===== config.mk =====
export PLATFORM = sky130hd
export DESIGN_NAME = irq_cpu_arbiter
export DESIGN_NICKNAME = d
export VERILOG_FILES = /design/src/rtl/cpuif_pkg.sv /design/src/rtl/cpuif_prio_pick.sv /design/src/rtl/cpuif_regs.sv /design/src/rtl/cpuif_active.sv /design/src/rtl/irq_cpu_arbiter.sv
export SDC_FILE = /design/constraint.sdc
export NUM_CORES = 1
export LEC_CHECK = 0
export ABC_AREA = 1
export BUFFER_PORTS_ARGS = -buffer_cell sky130_fd_sc_hd__buf_2
export CORE_AREA = 2 2 177 179
export CTS_CLUSTER_DIAMETER = 30
export DETAILED_ROUTE_END_ITERATION = 8
export DIE_AREA = 0 0 179 181
export GPL_ROUTABILITY_DRIVEN = 0
export GPL_TIMING_DRIVEN = 0
export PLACE_DENSITY = 0.56
export RECOVER_POWER = 50
export SETUP_SLACK_MARGIN = 0.05
export SYNTH_ARGS = -nofsm -noshare
export SYNTH_HDL_FRONTEND = slang
export SYNTH_HIERARCHICAL = 1
export SYNTH_SLANG_ARGS = --single-unit

===== constraint.sdc =====
create_clock -name clk_i -period 57.5 [get_ports clk_i]
set_input_delay 17.25 -clock clk_i [delete_from_list [all_inputs] [get_ports clk_i]]
set_output_delay 17.25 -clock clk_i [all_outputs]
set_load 0.005 [all_outputs]

===== src/rtl/cpuif_pkg.sv =====
package cpuif_pkg;
  localparam int unsigned PRIO_W   = 8;
  localparam int unsigned ACK_W    = 10;
  localparam int unsigned REG_W    = 32;
  localparam int unsigned ADDR_W   = 2;
  localparam logic [ACK_W-1:0] SPURIOUS_ID = 10'd1023;

  typedef enum logic [ADDR_W-1:0] {
    A_CTRL = 2'd0,
    A_MASK = 2'd1,
    A_ACK  = 2'd2,
    A_EOI  = 2'd3
  } reg_addr_e;
endpackage


===== src/rtl/cpuif_prio_pick.sv =====
module cpuif_prio_pick
  import cpuif_pkg::*;
#(
  parameter int unsigned NUM_IRQ = 16,
  localparam int unsigned ID_W = (NUM_IRQ > 1) ? $clog2(NUM_IRQ) : 1
) (
  input  logic [NUM_IRQ-1:0]        cand_i,
  input  logic [NUM_IRQ*PRIO_W-1:0] prio_i,
  output logic                      win_valid_o,
  output logic [ID_W-1:0]           win_id_o,
  output logic [PRIO_W-1:0]         win_prio_o
);
  logic [PRIO_W-1:0] prio_arr [NUM_IRQ];

  for (genvar g = 0; g < NUM_IRQ; g++) begin : g_unpack
    assign prio_arr[g] = prio_i[g*PRIO_W +: PRIO_W];
  end

  // Scan upward with strict compare so a tie keeps the lowest ID.
  always_comb begin
    win_valid_o = 1'b0;
    win_id_o    = '0;
    win_prio_o  = '1;
    for (int i = 0; i < NUM_IRQ; i++) begin
      if (cand_i[i] && (!win_valid_o || prio_arr[i] < win_prio_o)) begin
        win_valid_o = 1'b1;
        win_id_o    = ID_W'(i);
        win_prio_o  = prio_arr[i];
      end
    end
  end
endmodule


===== src/rtl/cpuif_regs.sv =====
module cpuif_regs
  import cpuif_pkg::*;
(
  input  logic              clk_i,
  input  logic              rst_ni,
  input  logic              wr_i,
  input  logic              rd_i,
  input  logic [ADDR_W-1:0] addr_i,
  input  logic [REG_W-1:0]  wdata_i,
  input  logic [ACK_W-1:0]  ack_word_i,
  output logic              en_o,
  output logic              bypass_o,
  output logic [PRIO_W-1:0] mask_o,
  output logic [REG_W-1:0]  rdata_o
);
  logic [REG_W-1:0] rd_mux;
  logic             unused_wdata;

  assign unused_wdata = ^wdata_i[REG_W-1:PRIO_W];

  always_comb begin
    unique case (reg_addr_e'(addr_i))
      A_CTRL:  rd_mux = {{(REG_W-2){1'b0}}, bypass_o, en_o};
      A_MASK:  rd_mux = {{(REG_W-PRIO_W){1'b0}}, mask_o};
      A_ACK:   rd_mux = {{(REG_W-ACK_W){1'b0}}, ack_word_i};
      default: rd_mux = '0;
    endcase
  end

  always_ff @(posedge clk_i or negedge rst_ni) begin
    if (!rst_ni) begin
      en_o     <= 1'b0;
      bypass_o <= 1'b1;
      mask_o   <= '0;
      rdata_o  <= '0;
    end else begin
      if (wr_i && addr_i == A_CTRL) begin
        en_o     <= wdata_i[0];
        bypass_o <= wdata_i[1];
      end
      if (wr_i && addr_i == A_MASK) mask_o <= wdata_i[PRIO_W-1:0];
      if (rd_i) rdata_o <= rd_mux;
    end
  end

  p_rdata_hold_r6: assert property (@(posedge clk_i) disable iff (!rst_ni)
    !rd_i |=> $stable(rdata_o));
endmodule


===== src/rtl/cpuif_active.sv =====
module cpuif_active
  import cpuif_pkg::*;
#(
  parameter int unsigned NUM_IRQ = 16,
  localparam int unsigned ID_W = (NUM_IRQ > 1) ? $clog2(NUM_IRQ) : 1
) (
  input  logic               clk_i,
  input  logic               rst_ni,
  input  logic               set_en_i,
  input  logic [ID_W-1:0]    set_id_i,
  input  logic               set_edge_i,
  input  logic               clr_en_i,
  input  logic [ACK_W-1:0]   clr_id_i,
  output logic [NUM_IRQ-1:0] active_o,
  output logic [NUM_IRQ-1:0] clr_pend_o
);
  logic [NUM_IRQ-1:0] set_hit, clr_hit;

  for (genvar g = 0; g < NUM_IRQ; g++) begin : g_line
    assign set_hit[g] = set_en_i && (set_id_i == ID_W'(g));
    assign clr_hit[g] = clr_en_i && (clr_id_i == ACK_W'(g));

    always_ff @(posedge clk_i or negedge rst_ni) begin
      if (!rst_ni) begin
        active_o[g]   <= 1'b0;
        clr_pend_o[g] <= 1'b0;
      end else begin
        if (set_hit[g])      active_o[g] <= 1'b1;
        else if (clr_hit[g]) active_o[g] <= 1'b0;
        clr_pend_o[g] <= set_hit[g] && set_edge_i;
      end
    end
  end

  p_set_fresh_r9: assert property (@(posedge clk_i) disable iff (!rst_ni)
    set_en_i |-> !active_o[set_id_i]);

  p_eoi_idle_r10: assert property (@(posedge clk_i) disable iff (!rst_ni)
    (clr_en_i && !set_en_i && ((clr_hit & active_o) == '0)) |=> $stable(active_o));

  p_pulse_r8: assert property (@(posedge clk_i) disable iff (!rst_ni)
    $onehot0(clr_pend_o));
endmodule


===== src/rtl/irq_cpu_arbiter.sv =====
module irq_cpu_arbiter
  import cpuif_pkg::*;
#(
  parameter int unsigned NUM_IRQ = 16,
  localparam int unsigned ID_W = (NUM_IRQ > 1) ? $clog2(NUM_IRQ) : 1
) (
  input  logic                      clk_i,
  input  logic                      rst_ni,
  input  logic [NUM_IRQ-1:0]        pend_i,
  input  logic [NUM_IRQ-1:0]        en_i,
  input  logic [NUM_IRQ*PRIO_W-1:0] prio_i,
  input  logic [NUM_IRQ-1:0]        edge_i,
  input  logic                      bypass_irq_i,
  input  logic                      reg_wr_i,
  input  logic                      reg_rd_i,
  input  logic [ADDR_W-1:0]         reg_addr_i,
  input  logic [REG_W-1:0]          reg_wdata_i,
  output logic [REG_W-1:0]          reg_rdata_o,
  output logic                      irq_o,
  output logic [NUM_IRQ-1:0]        active_o,
  output logic [NUM_IRQ-1:0]        clr_pend_o
);
  logic [NUM_IRQ-1:0] cand;
  logic               win_valid;
  logic [ID_W-1:0]    win_id;
  logic [PRIO_W-1:0]  win_prio;
  logic               ctrl_en, ctrl_bypass;
  logic [PRIO_W-1:0]  mask;
  logic               signal;
  logic [ACK_W-1:0]   ack_word;
  logic               ack_take, eoi_wr;

  assign cand = pend_i & en_i & ~active_o;

  cpuif_prio_pick #(.NUM_IRQ(NUM_IRQ)) u_pick (
    .cand_i      (cand),
    .prio_i      (prio_i),
    .win_valid_o (win_valid),
    .win_id_o    (win_id),
    .win_prio_o  (win_prio)
  );

  assign signal   = ctrl_en && win_valid && (win_prio < mask);
  assign ack_word = signal ? ACK_W'(win_id) : SPURIOUS_ID;
  assign irq_o    = ctrl_bypass ? bypass_irq_i : signal;
  assign ack_take = reg_rd_i && (reg_addr_i == A_ACK) && signal;
  assign eoi_wr   = reg_wr_i && (reg_addr_i == A_EOI);

  cpuif_regs u_regs (
    .clk_i      (clk_i),
    .rst_ni     (rst_ni),
    .wr_i       (reg_wr_i),
    .rd_i       (reg_rd_i),
    .addr_i     (reg_addr_i),
    .wdata_i    (reg_wdata_i),
    .ack_word_i (ack_word),
    .en_o       (ctrl_en),
    .bypass_o   (ctrl_bypass),
    .mask_o     (mask),
    .rdata_o    (reg_rdata_o)
  );

  cpuif_active #(.NUM_IRQ(NUM_IRQ)) u_active (
    .clk_i      (clk_i),
    .rst_ni     (rst_ni),
    .set_en_i   (ack_take),
    .set_id_i   (win_id),
    .set_edge_i (edge_i[win_id]),
    .clr_en_i   (eoi_wr),
    .clr_id_i   (reg_wdata_i[ACK_W-1:0]),
    .active_o   (active_o),
    .clr_pend_o (clr_pend_o)
  );

  p_irq_gate_r4: assert property (@(posedge clk_i) disable iff (!rst_ni)
    (!ctrl_bypass && irq_o) |-> ctrl_en);

  p_ack_live_r6: assert property (@(posedge clk_i) disable iff (!rst_ni)
    ack_take |=> (reg_rdata_o[ACK_W-1:0] < ACK_W'(NUM_IRQ)) &&
                 (reg_rdata_o[REG_W-1:ACK_W] == '0));

  p_spurious_r7: assert property (@(posedge clk_i) disable iff (!rst_ni)
    (reg_rd_i && reg_addr_i == A_ACK && !signal && !eoi_wr) |=>
      (reg_rdata_o == REG_W'(SPURIOUS_ID)) && $stable(active_o));
endmodule


---- After elaboration in Yosys (flattened, before gate mapping) ----
Cells that the tools add are included.
word-level totals
  logic and storage cells ................. 292
  bits in registers ....................... 74
  bits of input ports ..................... 215
  output and inout bits ................... 65
cells by class
  equal/unequal tests ..................... 33
  reduce and logical (&&, ||, !) cells .... 119
  mux-type cells .......................... 84
  bitwise operators ....................... 3
  $lt $le $gt $ge ......................... 17
operator list
  kind                                                                           count
  8-bit less-than comparator                                                     16
  8-bit two-way mux                                                              16
  10-bit by 4-bit == test with 1-bit output (second input constant)              8
  1-bit logical AND                                                              70
  1-bit two-way mux                                                              51
  10-bit by 3-bit == test with 1-bit output (second input constant)              4
  16-bit AND                                                                     2
  4-bit == test (second input constant)                                          8
  4-bit two-way mux                                                              8
  2-bit nonzero test                                                             16
  10-bit case mux with 3 select lines                                            1
  10-bit by 2-bit == test with 1-bit output (second input constant)              2
  4-bit by 3-bit == test with 1-bit output (second input constant)               4
  16-bit inverter                                                                1
  1-bit logical NOT                                                              15
  1-bit logical OR                                                               15
  3-bit two-way mux                                                              4
  10-bit by 1-bit == test with 1-bit output (second input constant)              1
  10-bit logical NOT                                                             1
  10-bit two-way mux                                                             1
  4-bit by 2-bit == test with 1-bit output (second input constant)               2
  4-bit by 5-bit less-than comparator with 1-bit output (second input constant)  1
  1-bit binary-select mux with 4-bit select                                      1
  2-bit == test (second input constant)                                          2
  5 further kinds                                                                6

---- Depth between registers and ports, before layout ----
  depth after elaboration ................. 68
  depth in mapped cells ................... 198

---- Cells and area by module ----
Netlist, hierarchy kept.
by module, submodules not included
  module           area an instance (sq um)  sequential area each (sq um)  cells each  instances
  cpuif_prio_pick  4569.4                    0.0                           879         1
  cpuif_active     1317.5                    800.8                         163         1
  cpuif_regs       1071.0                    501.7                         138         1
  irq_cpu_arbiter  554.3                     0.0                           117         1

---- Worst setup path before layout ----
Ideal clock, no wire load.
  path type ............................... input to output
  start ................................... input pend_i[0]
  end ..................................... output irq_o
  cell stages on the path ................. 148
  arrival ................................. 36.916 ns
  setup slack ............................. 3.334 ns
  path through ............................ nand2_1 -> nor2_1 -> inv_1 -> nor2_1 -> ha_1 -> a21oi_1 -> o21a_1 -> nand2_1 -> nand2_2 -> nand2_2 -> clkbuf_1 -> o21ai_0 -> ha_1 -> a21oi_1 -> nor2_1 -> a211oi_1 -> nand2_2 -> nand2_2 -> [... 112 more ...] -> o21ai_0 -> inv_1 -> ha_1 -> a21oi_1 -> nor2_1 -> a211oi_1 -> nand2_1 -> nand2_2 -> nand2_2 -> buf_6 -> nand2_1 -> nand2_1 -> ha_1 -> a21oi_1 -> nor2_1 -> nor2_4 -> nand3_1 -> nand2_1
between the ends
  cells in the longest elaborated chain, start to end .. 66
  elaborated cells on any way between the ends .. 98
  those cells by class .................... 16 x order compare; 33 x mux; 2 x bitwise; 47 x reduce/logical
RTL lines
  what                                                             line                   RTL
  start: declaration                                               irq_cpu_arbiter.sv:9   input logic [NUM_IRQ-1:0] pend_i,
  16-bit AND * (2 in a row)                                        irq_cpu_arbiter.sv:33  assign cand = pend_i & en_i & ~active_o;
  via cand[0]                                                      irq_cpu_arbiter.sv:23  logic [NUM_IRQ-1:0] cand;
  8-bit two-way mux or 1-bit two-way mux (tied branches)           cpuif_prio_pick.sv:25  if (cand_i[i] && (!win_valid_o || prio_arr[i] < win_prio_o)) begin
  8-bit less-than comparator or 1-bit logical NOT (tied branches)  cpuif_prio_pick.sv:25
  1-bit logical OR                                                 cpuif_prio_pick.sv:25
  1-bit logical AND                                                cpuif_prio_pick.sv:25
  8-bit two-way mux or 1-bit two-way mux (tied branches)           cpuif_prio_pick.sv:25
  8-bit less-than comparator or 1-bit logical NOT (tied branches)  cpuif_prio_pick.sv:25
  [... 51 more ...]                                                --
  8-bit less-than comparator or 1-bit logical NOT (tied branches)  cpuif_prio_pick.sv:25
  1-bit logical OR                                                 cpuif_prio_pick.sv:25
  1-bit logical AND                                                cpuif_prio_pick.sv:25
  8-bit two-way mux *                                              cpuif_prio_pick.sv:25
  via win_prio[5]                                                  irq_cpu_arbiter.sv:26  logic [PRIO_W-1:0] win_prio;
  8-bit less-than comparator *                                     irq_cpu_arbiter.sv:43  assign signal = ctrl_en && win_valid && (win_prio < mask);
  1-bit logical AND *                                              irq_cpu_arbiter.sv:43
  1-bit two-way mux *                                              irq_cpu_arbiter.sv:45  assign irq_o = ctrl_bypass ? bypass_irq_i : signal;
  end: declaration                                                 irq_cpu_arbiter.sv:19  output logic irq_o,
Mark *: on every way through the listed nets, which the timed path passes. The rest lies on a longest branch.

---- Worst setup path in the final report ----
Same ends and word-level chain as after synthesis.

==> results_dict.tcl <==
set metrics [dict create \
    rows 64 \
    peakVddDrop_v 0.0000126 \
    drcViolationCount 0 \
    pwr-share-comb_pct 66.5 \
    dieHeight_um 181 \
    grt_usage_pct 15.6 \
    drive_above_1_share_pct 21.9 \
    ant_nets 0 \
    first_pass_iters 5 \
    ys.flop_type "dfrtp_1" \
    crit_path_end_kind "output port" \
    final_util_pct 31.8 \
    fillers 3410 \
    hold_viol_final 0 \
    drtIter0Drc 411 \
    dp_cells 1949 \
    htreeDepth 2 \
    cts.path.max_buffers 2 \
    num-nets-final 1870 \
    cts_buffers 5 \
    vias_per_cell 4.47 \
    cpPeakStageDelay_ns 0.35 \
    io_buffers 235 \
    synth_cells 1297 \
    power_frac_clock_pct 14.3 \
    die_w_um 179 \
    fin_area_mm2 0.00965 \
    path_max_fanout 12 \
    synth_top_area_share_pct 25.8 \
    wl_per_cell_um 13.4 \
    worst_path_max_delay_cell "ha_1" \
    violations "max-capacitance violations, max-slew violations" \
    coreArea_mm2 0.0303 \
    cts.hold.buffers_added 0 \
    finalSetupViolations 0 \
    antenna_found_initial 1 \
    grt_max_degree 53 \
    dp_hpwl_um 22700 \
    power_frac_seq_pct 19.3 \
    synth-edff-count 0 \
    hp-class "reg2reg" \
    grt_pass1_vias 8238 \
    ys_types 31 \
    finalCriticalPeriod_ns 55.52 \
    synth_seq_cells 52 \
    synth_top_cell_by_area "nand2_1" \
    final_cells 1965 \
    rsz0062_at_grt "no" \
    netSwitchingFraction_pct 49.7 \
    worst_slew_pin_slew_ns 2.85 \
    max_freq_mhz 18.0 \
    tns_ns 0 \
    relSlewSlack_pct -89.8 \
    start_util_pct 24.8 \
    finalCritPeriodShare_pct 96.5 \
    overflow 0 \
    seq_area_frac_synth_pct 17.3 \
    vias 8779 \
    startpoint_type "input port" \
    yosysWarnings 6 \
    area_growth_pct 28.4 \
    finClkSkew_ns 0.00746 \
    status "finished with violations" \
    async_flop_share_pct 100 \
    routed_wl_um 26300 \
    cts_sinks 52 \
    crit_arrival_ns 38.27 \
    finalMaxSlewViolations 53 \
    clock_latency_ns 0.29 \
    root_buffer "clkbuf_16" \
    dieArea_mm2 0.0324 \
    cap_violations 1 \
    p_per_area_mw_per_mm2 25.9 \
    synthTopCellsByArea "nand2_1, dfrtp_1, ha_1" \
    p_leak_nw 5.63 \
    synth_area_mm2 0.00751 \
    grt_pass1_wl_um 40700 \
    path_clk_slew_ns 0.07 \
    crit_type "in2out" \
    cts_tree "done" \
    post_dp_cell_area_mm2 0.00926 \
    p_total_mw 0.250 \
    p_int_mw 0.126 \
    n_antenna_cell 0 \
    avgSynthCellArea_um2 5.79 \
    ioPinCount 280 \
    crit_top_cell "nand2_1" \
    p_switching_mw 0.124 \
    crit_required_ns 40.25 \
]
-- cells by family after synthesis --
logic type / count (synthesis) / synth area share (%)
buf+inv: 179 / 11.1
simple gates: 840 / 46.9
flops: 52 / 17.3
other cells: 1 / 0.0499
compound gates: 138 / 10.2
fa+ha+maj: 87 / 14.5
-- power by group through the flow --
stage          logic, mW  clock network (mW)  registers, mW
2_1_floorplan      0.112                   0         0.0460
3_3_place_gp       0.155                   0         0.0492
3_5_place_dp       0.158                   0         0.0492
4_1_cts            0.160              0.0365         0.0485
5_1_grt            0.192              0.0376         0.0490
6_report           0.166              0.0356         0.0481
-- cell usage after synthesis (2+ instances only) --
cell type	instances
inv_1	120
nor3_1	2
ha_1	87
nand3_1	117
nand2_1	516
o21bai_1	12
dfrtp_1	51
buf_2	4
buf_4	31
buf_6	5
nand4_1	2
nor2_4	3
a211oi_1	14
nand3b_1	11
clkbuf_1	4
clkinv_1	10
a21oi_1	24
nand2_4	6
o21ai_1	4
nand2_2	37
o211ai_1	3
or2_2	2
nor2_1	141
inv_2	5
o21ai_0	80
-- per-layer routing --
layer  vias to the layer above  GRT usage, %  part of all wire (%)
met5                         -             0                 0.042
met4                         2          2.28                  0.97
met2                       222          26.9                    47
li1                       4644             -                     -
met1                      3895          20.6                    46
met3                        16          2.48                   6.4
-- cell type report --
cell class,count,area [um^2],area share (%)
timing repair buffer,244,1210,12.5
multi-input combinational,1087,5600,58.0
buffer,43,354,3.67
inverter,135,507,5.25
sequential,52,1300,13.5
tap,396,495,5.14
clock buffer,6,139,1.44
clock inverter,2,38.8,0.402
-- per-stage QoR --
stage          worst slack, ns  hold WS (ns)
6_report                  1.98         0.485
5_1_grt                 0.0317         0.516
3_3_place_gp            -0.961         0.462
2_1_floorplan             3.33         0.464
4_1_cts                  0.126         0.487
3_5_place_dp             -1.19         0.464
-- critical path, delay by kind of cell --
kind	cells	cell delay (ns)
simple gates	88	7.57
buf+inv	21	3.14
fa+ha+maj	16	4.88
compound gates	38	5.34
-- registers in the layout, summed over array words and instances (netlist names) --
signal,count
u_regs/en_o,1
u_regs/bypass_o,1
u_active/clr_pend_o,16
u_active/active_o,16
u_regs/rdata_o,10
u_regs/mask_o,8
-- cell usage in the layout (no fill, tap or decap), types with 13 or more instances in the layout --
cell      instances
ha_1             87
clkbuf_1         28
nand2_1         516
nand2_2          30
o21ai_0          46
inv_1           119
nor2_1          138
nand3_1         117
dfrtp_1          51
conb_1           22
nand2_4          13
o21ai_1          25
a21oi_1          24
buf_4            38
buf_2           209
-- final timing paths --
path,slack (ns),to,startpoint,cells past startpoint
setup / recovery,1.98,irq_o,pend_i[0],163
hold / removal,0.49,u_regs/rdata_o[6],u_regs/rdata_o[6],2
setup reg to reg,34.94,u_active/clr_pend_o[2],u_active/active_o[0],166
hold reg to reg,0.49,u_regs/rdata_o[6],u_regs/rdata_o[6],2
max in group asynchronous,38.02,u_active/active_o[10],rst_ni,1
min in group asynchronous,17.86,u_regs/rdata_o[5],rst_ni,1
-- repair_timing --
item                                    CTS  global route
gates resized for setup                  15            71
buffers inserted                          0             9
endpoints found under the setup margin    1             1
pin swaps                                 0             8
(Power assumes the default switching activity.)
